`config.mk`:
```
export PLATFORM = sky130hd
export DESIGN_NAME = isp_target
export DESIGN_NICKNAME = d
export VERILOG_FILES = /design/src/rtl/isp_pkg.sv /design/src/rtl/isp_shifter.sv /design/src/rtl/isp_ctrl.sv /design/src/rtl/isp_page_buf.sv /design/src/rtl/isp_busy_timer.sv /design/src/rtl/isp_target.sv
export SDC_FILE = /design/constraint.sdc
export NUM_CORES = 2
export LEC_CHECK = 0
export ABC_AREA = 1
export BUFFER_PORTS_ARGS = -buffer_cell sky130_fd_sc_hd__clkbuf_2
export CAP_MARGIN = 30
export CORE_MARGIN = 2
export CORE_UTILIZATION = 35
export CTS_BUF_LIST = sky130_fd_sc_hd__clkbuf_16
export DETAILED_ROUTE_END_ITERATION = 12
export SLEW_MARGIN = 40
export SYNTH_ARGS = -nofsm -noshare
export SYNTH_HDL_FRONTEND = slang
export SYNTH_HIERARCHICAL = 1
export SYNTH_SLANG_ARGS = --single-unit
```
`constraint.sdc`:
```
create_clock -name clk -period 4 [get_ports clk]
set_input_delay 0.4 -clock clk [delete_from_list [all_inputs] [get_ports clk]]
set_output_delay 0.4 -clock clk [all_outputs]
set_load 0.005 [all_outputs]
```
`src/rtl/isp_pkg.sv`:
```
package isp_pkg;
    localparam int FRAME_BYTES = 4;
    localparam int BCNT_W      = $clog2(FRAME_BYTES);
    localparam int HEAD_W      = (FRAME_BYTES - 1) * 8;

    localparam logic [7:0] OP_UNLOCK  = 8'hAC;
    localparam logic [7:0] SYNC_CODE  = 8'h53;
    localparam logic [7:0] OP_LOAD_LO = 8'h40;
    localparam logic [7:0] OP_LOAD_HI = 8'h48;
    localparam logic [7:0] OP_WR_PAGE = 8'h4C;
    localparam logic [7:0] OP_WR_EE   = 8'hC0;
    localparam logic [7:0] OP_POLL    = 8'hF0;

    typedef enum logic [1:0] {
        S_LOCKED = 2'd0,
        S_OPEN   = 2'd1,
        S_COMMIT = 2'd2,
        S_EEWR   = 2'd3
    } isp_state_t;
endpackage

```
`src/rtl/isp_shifter.sv`:
```
module isp_shifter
    import isp_pkg::*;
(
    input  logic              clk,
    input  logic              rst_n,
    input  logic              hold,
    input  logic              sck,
    input  logic              mosi,
    input  logic [7:0]        tx_byte,
    output logic              miso,
    output logic              byte_end,
    output logic [BCNT_W-1:0] byte_idx,
    output logic [7:0]        rx_byte,
    output logic [HEAD_W-1:0] head,
    output logic              instr_done
);
    logic              sck_q;
    logic              rise, fall;
    logic [2:0]        bit_cnt;
    logic [BCNT_W-1:0] byte_cnt;
    logic [7:0]        rx_sr;
    logic [7:0]        tx_sr;
    logic [7:0]        head_q [FRAME_BYTES-1];

    assign rise       = sck & ~sck_q;
    assign fall       = ~sck & sck_q;
    assign rx_byte    = {rx_sr[6:0], mosi};
    assign byte_end   = rise && !hold && (bit_cnt == 3'd7);
    assign byte_idx   = byte_cnt;
    assign instr_done = byte_end && (byte_cnt == BCNT_W'(FRAME_BYTES - 1));

    for (genvar g = 0; g < FRAME_BYTES - 1; g++) begin : g_head
        assign head[g*8 +: 8] = head_q[g];
    end

    always_ff @(posedge clk or negedge rst_n) begin
        if (!rst_n) begin
            sck_q    <= 1'b0;
            bit_cnt  <= '0;
            byte_cnt <= '0;
            rx_sr    <= '0;
            tx_sr    <= '0;
            miso     <= 1'b0;
            for (int i = 0; i < FRAME_BYTES - 1; i++) head_q[i] <= '0;
        end else begin
            sck_q <= sck;
            if (hold) begin
                bit_cnt  <= '0;
                byte_cnt <= '0;
                tx_sr    <= '0;
                miso     <= 1'b0;
            end else begin
                if (rise) begin
                    rx_sr <= rx_byte;
                    if (bit_cnt == 3'd7) begin
                        bit_cnt <= '0;
                        tx_sr   <= tx_byte;
                        if (byte_cnt == BCNT_W'(FRAME_BYTES - 1)) begin
                            byte_cnt <= '0;
                        end else begin
                            head_q[byte_cnt] <= rx_byte;
                            byte_cnt         <= byte_cnt + 1'b1;
                        end
                    end else begin
                        bit_cnt <= bit_cnt + 1'b1;
                    end
                end
                if (fall) begin
                    miso  <= tx_sr[7];
                    tx_sr <= {tx_sr[6:0], 1'b0};
                end
            end
        end
    end

    a_r1_miso_moves_on_fall: assert property (@(posedge clk) disable iff (!rst_n)
        (miso != $past(miso)) |-> ($past(fall) || $past(hold)));

    a_r11_release_clears: assert property (@(posedge clk) disable iff (!rst_n)
        hold |=> (bit_cnt == 3'd0 && byte_cnt == '0 && !miso));

    a_r4_frame_wraps: assert property (@(posedge clk) disable iff (!rst_n)
        instr_done |=> (byte_cnt == '0 && bit_cnt == 3'd0));
endmodule

```
`src/rtl/isp_ctrl.sv`:
```
module isp_ctrl
    import isp_pkg::*;
#(
    parameter int IDX_W  = 6,
    parameter int PAGE_W = 7,
    parameter int EE_AW  = 6
) (
    input  logic              clk,
    input  logic              rst_n,
    input  logic              hold,
    input  logic              byte_end,
    input  logic [BCNT_W-1:0] byte_idx,
    input  logic [7:0]        rx_byte,
    input  logic [HEAD_W-1:0] head,
    input  logic              instr_done,
    input  logic              busy,
    output logic [7:0]        tx_byte,
    output logic              lo_we,
    output logic              hi_we,
    output logic [IDX_W-1:0]  ld_idx,
    output logic [7:0]        ld_data,
    output logic              commit_o,
    output logic [PAGE_W-1:0] commit_page,
    output logic              ee_wr,
    output logic [EE_AW-1:0]  ee_addr,
    output logic [7:0]        ee_data,
    output logic              start_flash,
    output logic              start_ee
);
    isp_state_t        state, state_nx;
    logic [7:0]        op, arg1, arg2;
    logic              open_done, take_page, take_ee;
    logic [PAGE_W-1:0] page_q;
    logic [EE_AW-1:0]  ee_addr_q;
    logic [7:0]        ee_data_q;

    assign op        = head[7:0];
    assign arg1      = head[15:8];
    assign arg2      = head[23:16];
    assign open_done = (state == S_OPEN) && instr_done;
    assign take_page = open_done && (op == OP_WR_PAGE) && !busy;
    assign take_ee   = open_done && (op == OP_WR_EE) && !busy;

    always_comb begin
        tx_byte = 8'h00;
        if (byte_end && byte_idx == BCNT_W'(1) && op == OP_UNLOCK)
            tx_byte = rx_byte;
        else if (byte_end && byte_idx == BCNT_W'(2) && op == OP_POLL && state != S_LOCKED)
            tx_byte = {7'b0, busy};
    end

    always_comb begin
        state_nx = state;
        unique case (state)
            S_LOCKED: if (instr_done && op == OP_UNLOCK && arg1 == SYNC_CODE) state_nx = S_OPEN;
            S_OPEN: begin
                if (take_page)    state_nx = S_COMMIT;
                else if (take_ee) state_nx = S_EEWR;
            end
            S_COMMIT: state_nx = S_OPEN;
            S_EEWR:   state_nx = S_OPEN;
            default:  state_nx = S_LOCKED;
        endcase
        if (hold) state_nx = S_LOCKED;
    end

    always_ff @(posedge clk or negedge rst_n) begin
        if (!rst_n) state <= S_LOCKED;
        else        state <= state_nx;
    end

    always_ff @(posedge clk or negedge rst_n) begin
        if (!rst_n) begin
            page_q    <= '0;
            ee_addr_q <= '0;
            ee_data_q <= '0;
        end else begin
            if (take_page) page_q <= arg1[PAGE_W-1:0];
            if (take_ee) begin
                ee_addr_q <= arg2[EE_AW-1:0];
                ee_data_q <= rx_byte;
            end
        end
    end

    always_comb begin
        lo_we       = open_done && (op == OP_LOAD_LO);
        hi_we       = open_done && (op == OP_LOAD_HI);
        ld_idx      = arg2[IDX_W-1:0];
        ld_data     = rx_byte;
        commit_o    = (state == S_COMMIT);
        start_flash = (state == S_COMMIT);
        ee_wr       = (state == S_EEWR);
        start_ee    = (state == S_EEWR);
        commit_page = page_q;
        ee_addr     = ee_addr_q;
        ee_data     = ee_data_q;
    end

    a_r7_commit_after_frame: assert property (@(posedge clk) disable iff (!rst_n)
        commit_o |-> ($past(state) == S_OPEN && $past(instr_done) && !$past(busy)));

    a_r8_ee_after_frame: assert property (@(posedge clk) disable iff (!rst_n)
        ee_wr |-> ($past(state) == S_OPEN && $past(instr_done) && !$past(busy)));

    a_r2_locked_no_loads: assert property (@(posedge clk) disable iff (!rst_n)
        (lo_we || hi_we) |=> (state != S_LOCKED || $past(hold)));
endmodule

```
`src/rtl/isp_page_buf.sv`:
```
module isp_page_buf #(
    parameter int IDX_W = 6
) (
    input  logic             clk,
    input  logic             rst_n,
    input  logic             lo_we,
    input  logic             hi_we,
    input  logic [IDX_W-1:0] wr_idx,
    input  logic [7:0]       wr_data,
    input  logic [IDX_W-1:0] rd_idx,
    output logic [15:0]      rd_data
);
    localparam int WORDS = 1 << IDX_W;

    logic [7:0]       lo_mem [WORDS];
    logic [7:0]       hi_mem [WORDS];
    logic [WORDS-1:0] armed;
    logic             hi_ok;

    assign hi_ok   = hi_we && armed[wr_idx];
    assign rd_data = {hi_mem[rd_idx], lo_mem[rd_idx]};

    always_ff @(posedge clk or negedge rst_n) begin
        if (!rst_n) begin
            armed <= '0;
            for (int i = 0; i < WORDS; i++) begin
                lo_mem[i] <= '0;
                hi_mem[i] <= '0;
            end
        end else if (lo_we) begin
            lo_mem[wr_idx] <= wr_data;
            armed[wr_idx]  <= 1'b1;
        end else if (hi_ok) begin
            hi_mem[wr_idx] <= wr_data;
            armed[wr_idx]  <= 1'b0;
        end
    end

    a_r6_high_only_when_armed: assert property (@(posedge clk) disable iff (!rst_n)
        (hi_we && !lo_we) |=> ($past(armed[wr_idx]) ? !armed[$past(wr_idx)]
                                                    : (hi_mem[$past(wr_idx)] == $past(hi_mem[wr_idx]))));

    a_r5_low_arms: assert property (@(posedge clk) disable iff (!rst_n)
        lo_we |=> armed[$past(wr_idx)]);
endmodule

```
`src/rtl/isp_busy_timer.sv`:
```
module isp_busy_timer #(
    parameter int FLASH_WAIT = 600,
    parameter int EE_WAIT    = 400
) (
    input  logic clk,
    input  logic rst_n,
    input  logic start_flash,
    input  logic start_ee,
    output logic busy
);
    localparam int MAXW  = (FLASH_WAIT > EE_WAIT) ? FLASH_WAIT : EE_WAIT;
    localparam int CNT_W = $clog2(MAXW + 1);

    logic [CNT_W-1:0] cnt;

    assign busy = (cnt != '0);

    always_ff @(posedge clk or negedge rst_n) begin
        if (!rst_n)           cnt <= '0;
        else if (start_flash) cnt <= CNT_W'(FLASH_WAIT);
        else if (start_ee)    cnt <= CNT_W'(EE_WAIT);
        else if (busy)        cnt <= cnt - 1'b1;
    end

    a_r10_no_start_while_busy: assert property (@(posedge clk) disable iff (!rst_n)
        (start_flash || start_ee) |-> !busy);

    a_r10_counts_down: assert property (@(posedge clk) disable iff (!rst_n)
        ($past(busy) && !$past(start_flash) && !$past(start_ee)) |-> (cnt == $past(cnt) - 1'b1));
endmodule

```
`src/rtl/isp_target.sv`:
```
module isp_target
    import isp_pkg::*;
#(
    parameter int IDX_W      = 6,
    parameter int PAGE_W     = 7,
    parameter int EE_AW      = 6,
    parameter int FLASH_WAIT = 600,
    parameter int EE_WAIT    = 400
) (
    input  logic              clk,
    input  logic              rst_n,
    input  logic              prog_rst_n,
    input  logic              sck,
    input  logic              mosi,
    output logic              miso,
    output logic              commit_o,
    output logic [PAGE_W-1:0] commit_page_o,
    input  logic [IDX_W-1:0]  buf_rd_idx_i,
    output logic [15:0]       buf_rd_data_o,
    output logic              ee_wr_o,
    output logic [EE_AW-1:0]  ee_addr_o,
    output logic [7:0]        ee_data_o
);
    logic              hold;
    logic              byte_end, instr_done, busy;
    logic [BCNT_W-1:0] byte_idx;
    logic [7:0]        rx_byte, tx_byte, ld_data;
    logic [HEAD_W-1:0] head;
    logic              lo_we, hi_we, start_flash, start_ee;
    logic [IDX_W-1:0]  ld_idx;

    assign hold = prog_rst_n;

    isp_shifter u_shift (
        .clk(clk), .rst_n(rst_n), .hold(hold), .sck(sck), .mosi(mosi),
        .tx_byte(tx_byte), .miso(miso), .byte_end(byte_end), .byte_idx(byte_idx),
        .rx_byte(rx_byte), .head(head), .instr_done(instr_done)
    );

    isp_ctrl #(.IDX_W(IDX_W), .PAGE_W(PAGE_W), .EE_AW(EE_AW)) u_ctrl (
        .clk(clk), .rst_n(rst_n), .hold(hold), .byte_end(byte_end),
        .byte_idx(byte_idx), .rx_byte(rx_byte), .head(head), .instr_done(instr_done),
        .busy(busy), .tx_byte(tx_byte), .lo_we(lo_we), .hi_we(hi_we),
        .ld_idx(ld_idx), .ld_data(ld_data), .commit_o(commit_o),
        .commit_page(commit_page_o), .ee_wr(ee_wr_o), .ee_addr(ee_addr_o),
        .ee_data(ee_data_o), .start_flash(start_flash), .start_ee(start_ee)
    );

    isp_page_buf #(.IDX_W(IDX_W)) u_buf (
        .clk(clk), .rst_n(rst_n), .lo_we(lo_we), .hi_we(hi_we),
        .wr_idx(ld_idx), .wr_data(ld_data), .rd_idx(buf_rd_idx_i),
        .rd_data(buf_rd_data_o)
    );

    isp_busy_timer #(.FLASH_WAIT(FLASH_WAIT), .EE_WAIT(EE_WAIT)) u_timer (
        .clk(clk), .rst_n(rst_n), .start_flash(start_flash),
        .start_ee(start_ee), .busy(busy)
    );
endmodule

```
Word level (Yosys, flattened, before mapping)
Cells that the tools add are included.
{"block": "classes", "n_eq_ne": 16, "n_addsub": 3, "n_reduce_logical": 40, "order_cmp": 7, "n_bitwise": 13, "mux": 42}
{"operator": "512-bit bitwise mux", "count": 2}
{"operator": "64-bit two-way mux", "count": 2}
{"operator": "8-bit binary-select mux with 6-bit select", "count": 2}
{"operator": "8-bit two-way mux", "count": 11}
{"operator": "64-bit AND", "count": 1}
{"operator": "64-bit inverter", "count": 1}
{"operator": "64-bit bitwise OR", "count": 1}
{"operator": "8-bit demux with 6-bit select", "count": 1}
{"operator": "8-bit by 7-bit equality test with 1-bit output, second input constant", "count": 4}
{"operator": "10-bit two-way mux", "count": 3}
{"operator": "24-bit bitwise mux", "count": 1}
{"operator": "8-bit equality test, second input constant", "count": 3}
{"operator": "1-bit logical AND", "count": 21}
{"operator": "8-bit demux with 2-bit select", "count": 1}
{"operator": "2-bit two-way mux", "count": 8}
{"operator": "7-bit >= comparator, second input constant", "count": 2}
{"operator": "6-bit inverter with 7-bit output", "count": 2}
{"operator": "2-bit AND reduction", "count": 5}
{"operator": "10-bit nonzero test", "count": 1}
{"operator": "2-bit nonzero test", "count": 5}
{"operator": "10-bit by 1-bit subtractor with 10-bit output, second input constant", "count": 1}
{"operator": "3-bit two-way mux", "count": 3}
{"operator": "3-bit nonzero test", "count": 3}
{"operator": "2-bit equality test, second input constant", "count": 4}
{"operator": "22 further kinds", "count": 33}
{"block": "totals", "out_inout_bits": 40, "regBits": 1167, "in_bits": 11, "word_cells": 264}

Logic depth before layout (Yosys ltp)
{"block": "depth", "word_depth": 13, "depth_mapped": 18, "depth_no_buf": 14}

Modules after synthesis
The synthesis kept the hierarchy.
{"mod": "isp_page_buf", "area_each_um2": 52392.7, "cells_each": 6734, "instances": 1, "seq_area_each_um2": 27226.1}
{"mod": "isp_shifter", "area_each_um2": 2060.7, "cells_each": 240, "instances": 1, "seq_area_each_um2": 1151.1}
{"mod": "isp_ctrl", "area_each_um2": 1343.8, "cells_each": 174, "instances": 1, "seq_area_each_um2": 575.6}
{"mod": "isp_busy_timer", "area_each_um2": 608.1, "cells_each": 80, "instances": 1, "seq_area_each_um2": 250.2}

Worst setup path after synthesis
Ideal clock, no wire load.
{"block": "synth_path", "path_kind": "register to register", "from": "register u_shift.bit_cnt[0]", "to": "register u_buf/hi_mem[296] in the netlist's numbering", "path_buffers": 2, "path_stages_with_launch": 16, "arrival_ns": 3.036, "period_less_slack_ns": 3.154, "required_time_ns": 3.882, "setup_time_ns": 0.118, "setup_slack_ns": 0.846, "cell_sequence": "dfrtp_1 > ha_1 > ha_1 > nand3_4 > nor3_1 > nand3_2 > nor2_4 > inv_1 > nor3_1 > inv_1 > nor2_1 > clkbuf_1 > buf_1 > nand3_2 > nand2_1 > nand2_1"}
{"block": "synth_via", "elab_chain_len": 7, "elab_cells_between_ends": 9, "classes_between": "1 x eq/ne; 1 x bitwise; 7 x reduce/logical"}
{"item": "start: declaration", "line": "isp_shifter.sv:19", "text": "logic [2:0] bit_cnt;"}
{"item": "start signal: assignment", "line": "isp_shifter.sv:65", "text": "bit_cnt <= bit_cnt + 1'b1;"}
{"item": "3-bit equality test", "line": "isp_shifter.sv:28", "text": "assign byte_end = rise && !hold && (bit_cnt == 3'd7);"}
{"item": "1-bit logical AND", "line": "isp_shifter.sv:28"}
{"item": "1-bit logical AND", "line": "isp_shifter.sv:30", "text": "assign instr_done = byte_end && (byte_cnt == BCNT_W'(FRAME_BYTES - 1));"}
{"item": "via instr_done", "line": "isp_target.sv:25", "text": "logic byte_end, instr_done, busy;"}
{"item": "1-bit logical AND", "line": "isp_ctrl.sv:40", "text": "assign open_done = (state == S_OPEN) && instr_done;"}
{"item": "1-bit logical AND", "line": "isp_ctrl.sv:88", "text": "hi_we = open_done && (op == OP_LOAD_HI);"}
{"item": "via hi_we", "line": "isp_target.sv:29", "text": "logic lo_we, hi_we, start_flash, start_ee;"}
{"item": "1-bit logical AND", "line": "isp_page_buf.sv:20", "text": "assign hi_ok = hi_we && armed[wr_idx];"}
{"item": "2-bit AND reduction (no source line)"}
{"item": "end signal: indexed assignment", "line": "isp_page_buf.sv:34", "text": "hi_mem[wr_idx] <= wr_data;"}
{"item": "end: declaration", "line": "isp_page_buf.sv:16", "text": "logic [7:0] hi_mem [WORDS];"}
The timed path passes the listed nets, and every way through them passes these cells.
A chain may end at the register's enable or synchronous reset.

Final worst setup path
{"block": "layout_path", "from": "register u_shift.head_q, in the netlist u_shift/head[16]", "to": "register u_buf/hi_mem[14] in the netlist's numbering"}
{"block": "layout_via", "elab_chain_len": 6, "elab_cells_between_ends": 11, "classes_between": "2 x order compare; 5 x mux; 1 x bitwise; 3 x reduce/logical"}
{"item": "start: declaration", "line": "isp_shifter.sv:23", "text": "logic [7:0] head_q [FRAME_BYTES-1];"}
{"item": "start signal: indexed assignment", "line": "isp_shifter.sv:61", "text": "head_q[byte_cnt] <= rx_byte;"}
{"item": "6-bit inverter with 7-bit output (not written as such)", "line": "isp_page_buf.sv:34"}
{"item": "7-bit >= comparator (not written as such) / 7-bit by 1-bit < comparator with 1-bit output (equally long branches)", "line": "isp_page_buf.sv:34"}
{"item": "1-bit logical AND (not written as such)", "line": "isp_page_buf.sv:34"}
{"item": "8-bit two-way mux (not written as such)", "line": "isp_page_buf.sv:34"}
{"item": "8-bit demux with 6-bit select", "line": "isp_page_buf.sv:34"}
{"item": "512-bit bitwise mux", "line": "isp_page_buf.sv:34"}
Several ways; a longest one is shown, not always the timed one. The select of a mux whose other input is x is not followed.

==> results.tsv <==
stage	metric	value	unit
run_status	status	completed	
clocking	post-cts-setup-buffers	0	
sta	rsz0062_at_grt	no	
sta	slew_viol_final	0	
clocking	clockRootBuffer	clkbuf_16	
worst_setup_path	path_max_fanout	40	
finish	final_util	0.3965	
sta	period_minus_slack	3531	ps
synthesis	synthCells	7220	
placement	place_congestion	0.8906	
sta	min_period_over_period	0.8828	
drt	wl_per_cell	20.90	um
drt	met1Wirelength	85060	um
worst_hold_path	whs_path_depth	3	
pwr	peakVddDrop	0.0004567	V
finish	nFillCells	16410	
flow_run	drv_cap	0	
worst_setup_path	cpMostUsedCell	nand2_1	
finish	num_antenna_cells	0	
placement	placed_area	0.05924	mm2
drt	met3_wirelength	15580	um
drt	post-route-drc-count	0	
clocking	tritoncts	yes	
finish	num-nets-final	7089	
sta	slew_headroom	0.3963	
worst_setup_path	critPathKind	reg -> reg	
worst_hold_path	min_path_type	in -> reg	
placement	portBuffers	50	
worst_setup_path	end_kind	register	
sta	setup_violations	0	
worst_setup_path	crit_slowest_cell	inv_2	
drt	via_per_inst	5.551	
drt	drt_wl_total	195100	um
global_route	grt_max_degree	142	
finish	final_layout_size_suffix_gt1_frac	0.08882	
drt	postRouteAntennaNets	0	
pwr	cellLeakagePower	30.76	nW
drt	dr.max_layer_used	met5	
synthesis	syn_nets	7238	
worst_setup_path	cp_slowest_stage_delay	470	ps
clocking	insertion_delay	780	ps
global_route	antenna_found_initial	6	
worst_hold_path	hp-start	mosi	
finish	finalInstanceArea	0.06353	mm2
sta	setup_tns	0	ps
floorplanning	rows	147	
global_route	grt.overflow.total	0	
sta	worstMarginPinSlew	905.6	ps
sta	fmax	283.2	MHz
worst_setup_path	worstPathRequired	4690	ps
worst_setup_path	r2r-start	u_shift/head[16]	
drt	drt_iter0_drc	5289	
synthesis	synthesis.area	0.05633	mm2
worst_setup_path	reg2regPathDepth	14	
worst_hold_path	min_to	u_shift/rx_sr[0]	
clocking	htree_levels	4	
worst_setup_path	path_cells	inv_2, buf_4, nand2_1, nand3_1, nand2_1, o21ai_1, nand2_1, nor2_1, nand2_8, buf_12, buf_4, nand3_1, nand2_1, nand2_1	
clocking	cts.path.max_buffers	3	
pwr	powerDensity	421.7	mW/mm2
floorplanning	die_x	405.2	um
global_route	grt_use_total	0.2357	
floorplanning	die_h	405.2	um
synthesis	ys_warn_count	6	
clocking	numCtsBuffers	132	
sta	fin_skew	37.75	ps
worst_setup_path	critical-path-top-delay-family	simple AND/OR/NAND/NOR gates	
clocking	cts.reportedPaths.clkPinSlew	60	ps
sta	hold_violations	0	
drt	vias	51810	
worst_setup_path	start_kind	register	
floorplanning	initial_utilization	0.3516	
worst_setup_path	cp.arrival	4220	ps
floorplanning	core_area	0.1602	mm2
finish	area_delta_synth_final	12.78	%
placement	dp_hpwl	122800	um
worst_setup_path	r2r_slack	470	ps
worst_setup_path	crit_buf_inv	4	
floorplanning	io_pins	51	
floorplanning	die_area	0.1642	mm2
drt	drt_pass1_iterations	6	
clocking	numClockSinks	1165	
synthesis	syn_avg_cell_area	7.802	um2
worst_setup_path	r2r-end	u_buf/hi_mem[14]	
global_route	grt_pass1_wl	303000	um
global_route	grt_pass1_vias	49420	
drt	wl_met2	88600	um
final cells by class:
cell class / count / area [um2] / area share
clock buffer: 137 / 3428 / 0.05397
inverter: 203 / 778.2 / 0.01225
multi-input combinational: 5293 / 24150 / 0.3801
sequential: 1165 / 29180 / 0.4593
timing repair buffer: 276 / 2517 / 0.03963
clock inverter: 98 / 770.7 / 0.01213
tap: 2160 / 2703 / 0.04254
worst max-delay path by stage:
stage,startpoint,cells after the start,to,slack (ps)
4_1_cts,u_shift/bit_cnt[0],15,u_buf/hi_mem[135],500
5_1_grt,u_shift/bit_cnt[0],15,u_buf/hi_mem[129],220
2_1_floorplan,u_shift/bit_cnt[0],15,u_buf/hi_mem[296],850
3_3_place_gp,u_shift/bit_cnt[0],15,u_buf/hi_mem[479],620
3_5_place_dp,u_shift/bit_cnt[0],15,u_buf/hi_mem[128],550
6_report,u_shift/head[16],14,u_buf/hi_mem[14],470
routing by layer:
metal  track usage  vias to the layer above
met2        0.3652                     2122
li1              -                    23800
met1        0.3309                    25520
met4       0.07914                       10
met3       0.04380                      356
met5             0                        -
cell usage in the layout (no fill, tap or decap), types with 19 or more instances in the layout:
cell type	count
clkbuf_16	137
o21ai_0	647
nand4_1	518
inv_1	198
o21ai_1	391
buf_12	40
nor2_1	547
nand2_1	2561
nor2_2	60
dfrtp_1	1157
nand3_2	40
inv_2	25
buf_4	181
o22ai_1	256
clkinv_1	30
clkbuf_2	45
nand3_1	199
nor2_4	19
clkinv_2	21
stage by stage:
step                      setup slack (ps)  power [mW]  cells  hold slack [ps]
after floorplan                      846.4       13.59   7220            104.4
after global placement               619.7       14.89   9091            401.7
after detailed placement             547.0       14.90   9092            398.3
after CTS                            502.8       26.90   9330            55.07
after global routing                 221.1       27.68   9332            96.34
final                                468.7       26.79   9332            115.1
registers in the layout (all words and copies together) (netlist names), named ones only:
name,cells
u_ctrl/ee_addr,6
u_ctrl/commit_page,7
u_shift/head,22
u_ctrl/ee_data,8
u_buf/lo_mem,512
u_shift/sck_q,1
u_shift/bit_cnt,3
u_shift/miso,1
u_shift/rx_sr,7
u_ctrl/state,2
u_buf/hi_mem,512
u_shift/byte_idx,2
u_timer/cnt,10
u_shift/tx_sr,8
report_power, final:
part           total [mW]  internal [mW]  switching [mW]
clock network        12.0           6.91            5.12
logic                2.68          0.551            2.13
registers            12.1           11.9           0.211
total                26.8           19.3            7.46
worst reg2reg max path, stage by stage (launching register included):
cell     delay, ps
dfrtp_2        410
inv_2          470
buf_4          340
nand2_1        120
nand3_1         90
nand2_1         60
o21ai_1        250
nand2_1        110
nor2_1         360
nand2_8        230
buf_12         270
buf_4          240
nand3_1        310
nand2_1        110
nand2_1         70
repair_timing:
item                                   4_1_cts  5_1_grt
resized for setup                            0        0
endpoints found under the hold margin       40        0
hold buffers                                 3        0
Note: power is estimated with default switching activity, not from simulation.
